<file path="src/rtl/pmc_pkg.sv">
package pmc_pkg;
  typedef enum logic [1:0] {
    PM_SLOW   = 2'b00,
    PM_NORMAL = 2'b01,
    PM_IDLE   = 2'b10,
    PM_SLEEP  = 2'b11
  } pm_mode_e;
endpackage

</file>
<file path="src/rtl/pmc_lock_wait.sv">
// Waits for the PLL-ready level to fall and then rise after a start.
module pmc_lock_wait (
  input  logic clk,
  input  logic rst,
  input  logic start,
  input  logic pll_ready,
  output logic busy,
  output logic done
);
  typedef enum logic [1:0] {LW_OFF, LW_DROP, LW_RISE} lw_e;
  lw_e st;

  always_ff @(posedge clk) begin
    if (rst) st <= LW_OFF;
    else begin
      case (st)
        LW_OFF:  if (start) st <= LW_DROP;
        LW_DROP: if (!pll_ready) st <= LW_RISE;
        LW_RISE: if (pll_ready) st <= LW_OFF;
        default: st <= LW_OFF;
      endcase
    end
  end

  assign busy = (st != LW_OFF);
  assign done = (st == LW_RISE) && pll_ready;
endmodule

</file>
<file path="src/rtl/pmc_mode_fsm.sv">
module pmc_mode_fsm
  import pmc_pkg::*;
(
  input  logic     clk,
  input  logic     rst,
  input  logic     req_valid,
  input  pm_mode_e req_mode,
  input  logic     pll_reprog,
  input  logic     wake,
  input  logic     lock_busy,
  input  logic     lock_done,
  output pm_mode_e mode,
  output pm_mode_e prev,
  output logic     lock_start
);
  pm_mode_e nxt, nprev;

  always_comb begin
    nxt        = mode;
    nprev      = prev;
    lock_start = 1'b0;
    case (mode)
      PM_SLOW: begin
        if (lock_done) nxt = PM_NORMAL;
        else if (!lock_busy && req_valid) begin
          case (req_mode)
            PM_NORMAL: lock_start = 1'b1;
            PM_IDLE:   begin nxt = PM_IDLE; nprev = PM_SLOW; end
            PM_SLEEP:  nxt = PM_SLEEP;
            default:   ;
          endcase
        end
      end
      PM_NORMAL: begin
        if (!lock_busy) begin
          if (req_valid && req_mode != PM_NORMAL) begin
            case (req_mode)
              PM_SLOW:  nxt = PM_SLOW;
              PM_IDLE:  begin nxt = PM_IDLE; nprev = PM_NORMAL; end
              PM_SLEEP: nxt = PM_SLEEP;
              default:  ;
            endcase
          end else if (pll_reprog) lock_start = 1'b1;
        end
      end
      PM_IDLE:  if (wake) nxt = prev;
      PM_SLEEP: if (wake) nxt = PM_SLOW;
      default:  nxt = PM_SLOW;
    endcase
  end

  always_ff @(posedge clk) begin
    if (rst) begin
      mode <= PM_SLOW;
      prev <= PM_SLOW;
    end else begin
      mode <= nxt;
      prev <= nprev;
    end
  end
endmodule

</file>
<file path="src/rtl/pmc_gate_reg.sv">
module pmc_gate_reg #(
  parameter int NMOD = 4
) (
  input  logic            clk,
  input  logic            rst,
  input  logic            wr,
  input  logic            allow,
  input  logic [NMOD-1:0] din,
  output logic [NMOD-1:0] mask
);
  always_ff @(posedge clk) begin
    if (rst) mask <= '1;
    else if (wr && allow) mask <= din;
  end
endmodule

</file>
<file path="src/rtl/pmc_out_stage.sv">
module pmc_out_stage
  import pmc_pkg::*;
#(
  parameter int NMOD = 4
) (
  input  logic            clk,
  input  logic            rst,
  input  pm_mode_e        mode,
  input  pm_mode_e        prev,
  input  logic            lock_busy,
  input  logic [NMOD-1:0] mask,
  output logic            sel_pll,
  output logic            cpu_clk_en,
  output logic [NMOD-1:0] mod_clk_en,
  output logic            pll_pwr_on,
  output logic [1:0]      mode_o
);
  logic            sel_d, cpu_d, pll_d;
  logic [NMOD-1:0] mod_d;

  always_comb begin
    sel_d = 1'b0;
    cpu_d = 1'b0;
    pll_d = 1'b0;
    mod_d = mask;
    case (mode)
      PM_SLOW:   begin cpu_d = 1'b1; pll_d = lock_busy; end
      PM_NORMAL: begin cpu_d = 1'b1; pll_d = 1'b1; sel_d = !lock_busy; end
      PM_IDLE:   begin sel_d = (prev == PM_NORMAL); pll_d = (prev == PM_NORMAL); end
      PM_SLEEP:  mod_d = '0;
      default:   ;
    endcase
  end

  always_ff @(posedge clk) begin
    if (rst) begin
      sel_pll    <= 1'b0;
      cpu_clk_en <= 1'b1;
      mod_clk_en <= '1;
      pll_pwr_on <= 1'b0;
      mode_o     <= PM_SLOW;
    end else begin
      sel_pll    <= sel_d;
      cpu_clk_en <= cpu_d;
      mod_clk_en <= mod_d;
      pll_pwr_on <= pll_d;
      mode_o     <= mode;
    end
  end
endmodule

</file>
<file path="src/rtl/pwr_mode_ctrl.sv">
module pwr_mode_ctrl
  import pmc_pkg::*;
#(
  parameter int NMOD = 4
) (
  input  logic            clk,
  input  logic            rst,
  input  logic            req_valid,
  input  logic [1:0]      req_mode,
  input  logic            pll_reprog,
  input  logic            gate_wr,
  input  logic [NMOD-1:0] gate_mask,
  input  logic            wake,
  input  logic            pll_ready,
  output logic            sel_pll,
  output logic            cpu_clk_en,
  output logic [NMOD-1:0] mod_clk_en,
  output logic            pll_pwr_on,
  output logic [1:0]      mode_o
);
  pm_mode_e        mode, prev;
  logic            lock_start, lock_busy, lock_done;
  logic [NMOD-1:0] mask;
  logic            gate_allow;

  assign gate_allow = (mode == PM_SLOW) || (mode == PM_NORMAL);

  pmc_lock_wait u_lock (
    .clk(clk), .rst(rst), .start(lock_start), .pll_ready(pll_ready),
    .busy(lock_busy), .done(lock_done)
  );

  pmc_mode_fsm u_fsm (
    .clk(clk), .rst(rst), .req_valid(req_valid), .req_mode(pm_mode_e'(req_mode)),
    .pll_reprog(pll_reprog), .wake(wake), .lock_busy(lock_busy),
    .lock_done(lock_done), .mode(mode), .prev(prev), .lock_start(lock_start)
  );

  pmc_gate_reg #(.NMOD(NMOD)) u_gate (
    .clk(clk), .rst(rst), .wr(gate_wr), .allow(gate_allow),
    .din(gate_mask), .mask(mask)
  );

  pmc_out_stage #(.NMOD(NMOD)) u_out (
    .clk(clk), .rst(rst), .mode(mode), .prev(prev), .lock_busy(lock_busy),
    .mask(mask), .sel_pll(sel_pll), .cpu_clk_en(cpu_clk_en),
    .mod_clk_en(mod_clk_en), .pll_pwr_on(pll_pwr_on), .mode_o(mode_o)
  );
endmodule

</file>
<file path="config.mk">
export PLATFORM = sky130hd
export DESIGN_NAME = pwr_mode_ctrl
export DESIGN_NICKNAME = d
export VERILOG_FILES = /design/src/rtl/pmc_pkg.sv /design/src/rtl/pmc_lock_wait.sv /design/src/rtl/pmc_mode_fsm.sv /design/src/rtl/pmc_gate_reg.sv /design/src/rtl/pmc_out_stage.sv /design/src/rtl/pwr_mode_ctrl.sv
export SDC_FILE = /design/constraint.sdc
export NUM_CORES = 1
export LEC_CHECK = 0
export ABC_CLOCK_PERIOD_IN_PS = 2500
export BUFFER_PORTS_ARGS = -buffer_cell sky130_fd_sc_hd__buf_2
export CAP_MARGIN = 20
export CORE_UTILIZATION = 50
export CTS_CLUSTER_SIZE = 12
export DETAILED_ROUTE_END_ITERATION = 7
export PLACE_DENSITY = 0.85
export SLEW_MARGIN = 30
export SYNTH_ARGS = -nofsm -noshare
export SYNTH_HDL_FRONTEND = slang
export SYNTH_SLANG_ARGS = --single-unit
export TNS_END_PERCENT = 5
</file>
<file path="constraint.sdc">
create_clock -name clk -period 2.5 [get_ports clk]
set_input_delay 0.375 -clock clk [delete_from_list [all_inputs] [get_ports clk]]
set_output_delay 0.375 -clock clk [all_outputs]
set_load 0.01 [all_outputs]
</file>
**Word-level counts from Yosys, hierarchy flattened**

Cells that the tools add are included.

- Output and inout port bits: 9
- ROM bits: 0
- Memories: 0
- Word-level logic and storage cells: 79
- Latch bits: 0
- RAM bits: 0
- Flip-flop bits (word level): 19

- Magnitude comparators: 0
- Multiplexer cells: 31
- Bitwise logic cells: 0
- Equality and inequality tests: 24
- Divide/modulo/power cells: 0
- Multipliers: 0
- Add/subtract/negate cells: 0
- Shifts and indexed selects: 0
- Reductions and logical operators: 15

Operator list:

| cell | number |
|---|---|
| $mux W2 | 15 |
| $ne A2 B2 Y1 const B | 7 |
| $reduce_and A7 Y1 | 2 |
| $pmux W2 S3 | 2 |
| $eq A2 B2 Y1 const B | 5 |
| $ne A2 B1 Y1 const B | 5 |
| $eq A2 B1 Y1 const B | 4 |
| $pmux W2 S2 | 2 |
| $pmux W2 S4 | 1 |
| $mux W1 | 7 |
| $logic_not A2 Y1 | 3 |
| $logic_and A1 B1 Y1 | 4 |
| $mux W4 | 1 |
| $ne A4 B1 Y1 const B | 1 |
| $ne A4 B2 Y1 const B | 1 |
| $pmux W1 S2 | 2 |
| $reduce_bool A2 Y1 | 2 |
| $ne A3 B2 Y1 const B | 1 |
| $pmux W1 S3 | 1 |
| $reduce_and A3 Y1 | 1 |
| $reduce_or A2 Y1 | 1 |
| $logic_not A1 Y1 | 1 |
| $logic_or A1 B1 Y1 | 1 |

**Depth between registers and ports, before layout**

Gate-level depths: netlist (run 1).

- Depth in word-level cells: 8
- Gate-level depth with buffers: 7
- Gate-level depth less buffers: 6

**Hierarchy**

Synthesis (run 1) repeated with hierarchy kept, for this count alone.

- Cell total of the unflattened synthesis: 92
- Area total of the unflattened synthesis: 913.4 um^2

By module, submodules not included:

| module | area an instance (um^2) | cells each | instances |
|---|---|---|---|
| pmc_out_stage | 341.6 | 30 | 1 |
| pmc_mode_fsm | 331.6 | 39 | 1 |
| pmc_gate_reg | 143.9 | 13 | 1 |
| pmc_lock_wait | 92.6 | 9 | 1 |
| pwr_mode_ctrl | 3.8 | 1 | 1 |

**Worst setup path after synthesis (run 1)**

OpenSTA, ideal clock, no wires.

- Kind: register -> register
- Start point: reg u_fsm.mode[1]
- End point: reg u_gate.mask[0]
- Data arrival time: 1.403 ns
- Buffers on the path: 1
- Setup time: 0.120 ns
- Slack: 0.978 ns
- Stages on the path, launching flop included: 7
- Cell sequence: dfxtp_1 inv_1 ha_1 buf_6 o21ai_1 nor2_1 a211o_1

- Word-level cells in the longest chain between the ends: 3
- Elaborated cells between the ends (all ways): 4

Ends and longest elaborated chain:

| item | RTL line | RTL |
|---|---|---|
| from (decl) | pmc_mode_fsm.sv:12 | `output pm_mode_e mode,` |
| from (signal assigned) | pmc_mode_fsm.sv:57 | `mode <= nxt;` |
| $eq A2 B1 Y1 or $logic_not A2 Y1 (tied branches) | pwr_mode_ctrl.sv:26 | `assign gate_allow = (mode == PM_SLOW) \|\| (mode == PM_NORMAL);` |
| $logic_or A1 B1 Y1 * | pwr_mode_ctrl.sv:26 |  |
| $logic_and A1 B1 Y1 * | pmc_gate_reg.sv:13 | `else if (wr && allow) mask <= din;` |
| to (signal assigned) | pmc_gate_reg.sv:13 |  |
| to (decl) | pmc_gate_reg.sv:9 | `output logic [NMOD-1:0] mask` |

Mark *: on every way between the ends. The rest lies on a longest branch, timed or not.
A chain may end at the register's enable or synchronous reset.

**Final worst setup path (run 1)**

- Start point: reg u_fsm.mode[1]
- End point: reg u_gate.mask[3]

Same word-level chain as after synthesis.

==> key figures, run 1 <==
CTS
  • Cts hold-fix bufs: 0
  • CTS Buf Count: 3
  • CTS tree: built
  • Clock transition at the registers of the reported paths: 100 ps
  • H-tree Lvls: 1
  • Skew-Pair Late Insertion Delay: 290 ps
  • Clock Path Buffers: 2
  • CTS resizes: 0
  • Post-CTS setup buffers: 0
  • CTS Sinks: 18
  • Clk root buf: clkbuf_4

STA
  • Hold Vio Cnt, Final: 0
  • Slew margin rel.: 0.6493
  • Hold slack: about 280 ps
  • Period utilization: 0.7186
  • Setup TNS: 0 ps
  • Min Clock Period, post-route: approximately 1800 ps
  • Final Skew: roughly 3.6 ps
  • Actual slew at the worst max-slew pin: approximately 520 ps
  • Number of setup violations in the final report: 0
  • Final Slew Violations: 0
  • Fmax: approximately 560 MHz
  • RSZ-0062 raised after global routing: false

Min path
  • HP Class: primary input to flip-flop
  • Min-delay src: pll_ready
  • Hold-critical path depth: 2
  • Worst hold endpoint: u_lock.st[1]$_SDFFE_PP0P_

Status
  • Outcome: finished, final reports clean

Power
  • Pint: between 600 and 700 µW
  • Leak Pwr: roughly 0.44 nW
  • Reg power frac: 0.410
  • Maximum VDD drop: between 0.4 and 0.5 mV
  • Sw Share: 0.3478
  • Combinational Power Share: 0.404
  • Power density cells: a little under 1000 nW/µm²
  • Clock power frac: 0.186
  • P_sw: 328.6 µW

Final layout
  • Reg area: 360.3 µm²
  • Ant. Diodes: 0
  • Synthesis-to-layout area growth: 14.54%
  • Area of the multi-input gates: between 400 and 500 µm²
  • Commonest non-fill, non-tap cells in the layout: buf_2 (21), dfxtp_1 (18), inv_1 (10), nor2_1 (10), a21oi_1 (6)
  • Most common cell after layout, fill and taps aside: buf_2
  • NumNets Final: approximately 130
  • Share of cells above drive strength 1: 0.2909
  • # fillers: about 130

Drt
  • Pre-Repair DR Iteration Count: 4
  • Wire per inst: roughly 12 µm
  • Antenna viol nets, final: 0
  • 1st-iter DRT viols: 21
  • Vias: 695
  • DRC: 0
  • Vias/cell: approximately 5.5
  • Detailed Route WL: between 1500 and 2000 µm

Critical path
  • Startpoint types: flip-flop
  • Critical path arrival: just under 2000 ps
  • FF-to-FF setup slack: between 700 and 800 ps
  • CP max FO: 11
  • Setup crit end kind: flip-flop
  • R2r endpoint: u_gate.mask[3]$_SDFFE_PP1P_
  • Worst r2r src: u_fsm.mode[1]$_SDFFE_PP0P_
  • Crit path required time: between 2000 and 3000 ps
  • Setup CP Type: flip-flop to flip-flop
  • Reg2reg path depth: 5

Yosys
  • Cell variety after synth: 34
  • Cells after Synth: 89
  • Synth Flop Type: dfxtp_1
  • Post-synthesis sequential area ratio: 0.4229
  • Yosys reg bits: 18
  • EDFF count, synth: 0
  • Cell Area, Synth: 852.1 µm²
  • Async SR Flop Fraction: 0
  • Average size of a mapped cell: approximately 9.6 µm²
  • Syn nets: 106
  • Syn. warnings: 0

Floorplanning
  • Row cnt: 14
  • Starting Density: 0.5528
  • Die X: ~43 µm
  • Die span in y: approximately 43 µm
  • I/O pins: 22
  • Die area: around 1900 µm²
  • Core box area: roughly 1500 µm²

Placed design
  • Detail Placement HPWL: between 1000 and 1500 µm
  • Global placement routability congestion: 0.7540
  • IO buf count: 21

Global route
  • Vias in the first global route: ~580
  • Global-route wire length before repair: roughly 2400 µm
  • Gr usage total: 0.1713
  • GRT overflow: 0
  • Largest net degree at the start of global routing: 19
  • Antenna violations before repair: 0

Run
  • Max Cap Violations: 0
critical path: stages, from the launching register on:
cell and delay [ps]:
dfxtp_1 370, inv_1 100, ha_1 350, o21ai_1 500, nor2_1 100, a211o_1 270
cells by family after synthesis:
family | after synthesis | share of synthesized area
flops | 18 | 0.4229
buf+inv | 14 | 0.08810
fa+ha+maj | 4 | 0.05874
xor+xnor | 1 | 0.01028
compound gates | 29 | 0.2614
mux | 1 | 0.01762
simple gates | 22 | 0.1410
worst max-delay path by stage:
stage                                  end  depth (start not counted)  slack, ps                        from
2_1_floorplan  u_gate.mask[0]$_SDFFE_PP1P_                          6        980  u_fsm.mode[1]$_SDFFE_PP0P_
3_3_place_gp   u_gate.mask[2]$_SDFFE_PP1P_                          5        870  u_fsm.mode[0]$_SDFFE_PP0P_
3_5_place_dp   u_gate.mask[3]$_SDFFE_PP1P_                          5        730  u_fsm.mode[1]$_SDFFE_PP0P_
4_1_cts        u_gate.mask[3]$_SDFFE_PP1P_                          5        690  u_fsm.mode[1]$_SDFFE_PP0P_
5_1_grt        u_gate.mask[3]$_SDFFE_PP1P_                          5        540  u_fsm.mode[1]$_SDFFE_PP0P_
6_report       u_gate.mask[3]$_SDFFE_PP1P_                          5        700  u_fsm.mode[1]$_SDFFE_PP0P_
power groups by stage:
stage | sequential [mW] | combinational [mW] | clock, mW
6_report | 0.388 | 0.382 | 0.175
5_1_grt | 0.395 | 0.424 | 0.191
4_1_cts | 0.388 | 0.383 | 0.180
3_5_place_dp | 0.394 | 0.379 | 0
3_3_place_gp | 0.390 | 0.369 | 0
2_1_floorplan | 0.407 | 0.305 | 0
sequential cells by signal, indices dropped and copies added (netlist names):
name	cells
u_fsm.mode	2
u_out.sel_pll	1
u_out.pll_pwr_on	1
u_lock.st	2
u_fsm.prev	1
u_gate.mask	4
u_out.cpu_clk_en	1
u_out.mod_clk_en	4
u_out.mode_o	2
synth_stat cells, types with 2 or more instances:
cell | n | area (µm²)
a211o_1 | 4 | 35.03
a21o_1 | 5 | 37.54
a21oi_1 | 6 | 30.03
buf_6 | 3 | 33.78
dfxtp_1 | 18 | 360.4
ha_1 | 4 | 50.05
inv_1 | 10 | 37.54
nor2_1 | 10 | 37.54
nor2b_1 | 2 | 12.51
o21ai_0 | 3 | 15.01
cell type report:
cell class	count	share of cell area
Multi-Input combinational cell	57	0.4269
Sequential cell	18	0.3692
Timing Repair Buffer	21	0.1077
Inverter	10	0.03846
Clock buffer	4	0.03718
Tap cell	16	0.02051
layer usage:
| metal | up-vias | routed length [µm] | global-route usage |
|---|---|---|---|
| met5 | - | 0 | 0 |
| met4 | 0 | 0 | 0.05455 |
| met3 | 0 | 65 | 0.03830 |
| met2 | 19 | 729 | 0.2985 |
| met1 | 328 | 711 | 0.2058 |
| li1 | 348 | - | - |
through the flow:
stage / power [mW] / util / std cells / instance area [µm²] / setup WS [ps]
floorplan: 0.7115 / - / 89 / 852.1 / 977.6
global placement: 0.7592 / 0.6096 / 122 / 939.7 / 866.2
detailed placement: 0.7731 / 0.6096 / 122 / 939.7 / 731.1
CTS: 0.9507 / 0.6331 / 126 / 975.9 / 694.6
global route: 1.009 / 0.6331 / 126 / 975.9 / 536.2
finish: 0.9449 / 0.6331 / 126 / 975.9 / 703.6
Note: power is estimated with default switching activity, not from simulation.
==> run 2: changes to the inputs <==
- ABC_AREA: default -> 1
- ABC_CLOCK_PERIOD_IN_PS: 2500 -> 1900
- CORE_UTILIZATION: 50 -> 49
- PLACE_DENSITY: 0.85 -> 0.84
- clock period: 2.5 -> 1.9 ns (I/O delays scaled with it)
==> key figures, run 2 <==
Status
  • Outcome: finished, final reports clean (unchanged)

CTS
  • CTS Buf Count: 3 (unchanged)
  • CTS tree: built (unchanged)
  • CTS resizes: 0 (unchanged)
  • Clock Path Buffers: 2 (unchanged)
  • Skew-Pair Late Insertion Delay: 300 ps (was 290 ps)
  • Clk root buf: clkbuf_4 (unchanged)
  • Clock transition at the registers of the reported paths: 100 ps (about the same)
  • CTS Sinks: 18 (unchanged)
  • Post-CTS setup buffers: 0 (unchanged)
  • H-tree Lvls: 1 (unchanged)
  • Cts hold-fix bufs: 0 (unchanged)

STA
  • Min Clock Period, post-route: 1445 ps (was 1796 ps)
  • Setup TNS: 0 ps (unchanged)
  • Slew margin rel.: 0.7865 (was 0.6493)
  • RSZ-0062 raised after global routing: false (unchanged)
  • Fmax: 692.1 MHz (was 556.7 MHz)
  • Number of setup violations in the final report: 0 (unchanged)
  • Hold Vio Cnt, Final: 0 (unchanged)
  • Actual slew at the worst max-slew pin: 319.9 ps (was 522.6 ps)
  • Period utilization: 0.7604 (was 0.7186)
  • Final Slew Violations: 0 (unchanged)
  • Final Skew: 11.91 ps (was 3.627 ps)

Power
  • Leak Pwr: 0.5148 nW (was 0.4409 nW)
  • Total power draw: 1.294 mW (was 944.9 µW)
  • Maximum VDD drop: 0.7720 mV (was 0.4521 mV)
  • Pint: 790.1 µW (was 616.3 µW)
  • Sw Share: 0.3892 (was 0.3478)
  • Clock power frac: 0.180 (was 0.186)
  • Combinational Power Share: 0.424 (was 0.404)
  • Reg power frac: 0.397 (was 0.410)
  • P_sw: 503.5 µW (was 328.6 µW)
  • Power density cells: 1339 nW/µm² (was 968.2 nW/µm²)

Yosys
  • Synth area leaders: dfxtp_1 (44%), nand2_1 (11%), nor2_1 (7.3%) (was dfxtp_1 (42%), ha_1 (5.9%), a21o_1 (4.4%))
  • Synth cell count leaders: nand2_1 (25), dfxtp_1 (18), nor2_1 (16) (was dfxtp_1 (18), inv_1 (10), nor2_1 (10))
  • Average size of a mapped cell: 7.255 µm² (was 9.574 µm²)
  • Syn nets: 131 (was 106)
  • Synth Flop Type: dfxtp_1 (unchanged)
  • Yosys reg bits: 18 (unchanged)
  • Most frequent cell after synthesis: nand2_1 (was dfxtp_1)
  • Post-synthesis simple-gate area fraction: 0.2648 (was 0.1410)
  • Yosys top cell area share: 0.4357 (was 0.4229)
  • XOR/XNOR Fraction of Synth Area: 0 (was 0.01028)
  • EDFF count, synth: 0 (unchanged)
  • Syn. warnings: 0 (unchanged)
  • Yosys top cell by area: dfxtp_1 (unchanged)
  • Cell Area, Synth: 827.0 µm² (was 852.1 µm²)
  • Cell variety after synth: 18 (was 34)
  • Synth Area in Compound Gates: 0.1392 (was 0.2614)
  • Main combinational cell family by area after synthesis: simple AND/OR/NAND/NOR gates (was compound AO/OA/AOI/OAI gates)
  • Post-Synth Adder-Cell Area: 0.06051 (was 0.05874)
  • Mux cell area share after synthesis: 0 (was 0.01762)
  • Post-synthesis sequential area ratio: 0.4357 (was 0.4229)
  • Cells after Synth: 114 (was 89)
  • Async SR Flop Fraction: 0 (unchanged)

Global route
  • Gr usage total: 0.2023 (was 0.1713)
  • Global-route wire length before repair: 2608 µm (was 2421 µm)
  • GRT overflow: 0 (unchanged)
  • Vias in the first global route: 637 (was 579)
  • Antenna violations before repair: 0 (unchanged)
  • Largest net degree at the start of global routing: 12 (was 19)

Drt
  • Antenna viol nets, final: 0 (unchanged)
  • Vias/cell: 5.066 (was 5.516)
  • Vias: 765 (was 695)
  • DRC: 0 (unchanged)
  • Detailed Route WL: 1643 µm (was 1506 µm)
  • 1st-iter DRT viols: 16 (was 21)
  • Wire per inst: 10.88 µm (was 11.95 µm)
  • Pre-Repair DR Iteration Count: 4 (unchanged)

Min path
  • Min-delay src: pll_ready (unchanged)
  • Worst hold endpoint: u_lock.st[1]$_SDFFE_PP0P_ (unchanged)
  • Hold-critical path depth: 2 (unchanged)
  • HP Class: primary input to flip-flop (unchanged)

Critical path
  • Setup crit end kind: flip-flop (unchanged)
  • Most used cell, CP: nor2_1
  • CP max FO: 8 (was 11)
  • FF-to-FF setup slack: 460 ps (was 700 ps)
  • Setup CP Type: flip-flop to flip-flop (unchanged)
  • Crit path largest cell delay: 410 ps (was 500 ps)
  • Critical path arrival: 1680 ps (was 1980 ps)
  • Startpoint types: flip-flop (unchanged)
  • Crit path required time: 2130 ps (was 2680 ps)
  • R2r endpoint: u_fsm.mode[1]$_SDFFE_PP0P_ (was u_gate.mask[3]$_SDFFE_PP1P_)
  • Worst r2r src: u_fsm.mode[1]$_SDFFE_PP0P_ (unchanged)
  • Crit-path cells: inv_1, ha_1, nand2_2, nand3_1, nor2_1, nor2_1, nor2_1 (was inv_1, ha_1, o21ai_1, nor2_1, a211o_1)
  • Reg2reg path depth: 7 (was 5)
  • Crit path max-delay cell type: dfxtp_1 (was o21ai_1)

Placed design
  • Global placement routability congestion: 0.8203 (was 0.7540)
  • IO buf count: 21 (unchanged)
  • Detail Placement HPWL: 1284 µm (was 1125 µm)

Final layout
  • # fillers: 154 (was 133)
  • Commonest non-fill, non-tap cells in the layout: nand2_1 (25), buf_2 (21), dfxtp_1 (18) (was buf_2 (21), dfxtp_1 (18), inv_1 (10), nor2_1 (10), a21oi_1 (6))
  • Area of the multi-input gates: 384.1 µm² (was 416.7 µm²)
  • Share of cells above drive strength 1: 0.2222 (was 0.2909)
  • Util after Layout: 0.6266 (was 0.6331)
  • NumNets Final: 153 (was 128)
  • Most common cell after layout, fill and taps aside: nand2_1 (was buf_2)
  • Reg area: 360.3 µm² (unchanged)
  • Synthesis-to-layout area growth: 16.79% (was 14.54%)
  • Ant. Diodes: 0 (unchanged)
  • Largest registers: u_gate.mask: 4 flops, u_out.mod_clk_en: 4 flops (unchanged)

Floorplanning
  • Core box area: 1541 µm² (unchanged)
  • Starting Density: 0.5365 (was 0.5528)
  • Die span in y: 43.09 µm (was 43.28 µm)
  • I/O pins: 22 (unchanged)
  • Row cnt: 14 (unchanged)
  • Die area: 1856 µm² (was 1873 µm²)
  • Die X: 43.09 µm (was 43.28 µm)

Run
  • Max Cap Violations: 0 (unchanged)
## run 2: per-layer routing
layer / global-route usage / part of all wire / routed length [µm]
met4: 0.2000 / 0.051 / 84
met5: 0 / 0 / 0
met1: 0.2120 / 0.43 / 704
met2: 0.3134 / 0.45 / 745
met3: 0.05532 / 0.066 / 109
## run 2: worst max-delay path by stage
stage	slack, ps	end	depth (start not counted)	start
final	460	u_fsm.mode[1]$_SDFFE_PP0P_	7	u_fsm.mode[1]$_SDFFE_PP0P_
after CTS	460	u_fsm.prev[0]$_SDFFE_PP0P_	8	u_fsm.mode[1]$_SDFFE_PP0P_
after detailed placement	490	u_fsm.prev[0]$_SDFFE_PP0P_	7	u_fsm.mode[1]$_SDFFE_PP0P_
after global placement	570	u_fsm.prev[0]$_SDFFE_PP0P_	7	u_fsm.mode[1]$_SDFFE_PP0P_
after floorplan	670	u_fsm.prev[0]$_SDFFE_PP0P_	9	u_fsm.mode[1]$_SDFFE_PP0P_
after global routing	320	u_fsm.prev[0]$_SDFFE_PP0P_	7	u_fsm.mode[1]$_SDFFE_PP0P_
## run 2: power groups by stage
stage / clock network, mW / logic (mW) / registers [mW]
after CTS: 0.240 / 0.548 / 0.514
after detailed placement: 0 / 0.545 / 0.524
final: 0.232 / 0.548 / 0.513
after floorplan: 0 / 0.390 / 0.542
after global placement: 0 / 0.523 / 0.518
after global routing: 0.256 / 0.623 / 0.523
## run 2: cells by family after synthesis
logic type	Yosys count
compound gates	19
flops	18
buf+inv	20
simple gates	53
fa+ha+maj	4
## run 2: metrics by stage
stage          cells  hold slack [ps]  setup WS (ps)  cell area (µm²)
4_1_cts          151            167.7          462.2            965.9
2_1_floorplan    114            363.5          670.5            827.0
3_3_place_gp     147            443.5          566.7            929.6
3_5_place_dp     147            452.9          485.3            929.6
6_report         151            171.1          455.2            965.9
5_1_grt          151            164.7          322.1            965.9
## run 2: worst max-delay path: cells and delay by family, from the launching register on
| family | cells | cell delay, ps |
|---|---|---|
| flops | 1 | 410 |
| buf+inv | 1 | 90 |
| fa+ha+maj | 1 | 290 |
| simple gates | 5 | 570 |
## run 2: layout make-up
type                       instances  share of cell area
timing repair buffer              21              0.1088
clock buffer                       4             0.03756
tap                               16             0.02073
multi-input combinational         76              0.3977
inverter                          16             0.06218
sequential                        18              0.3731
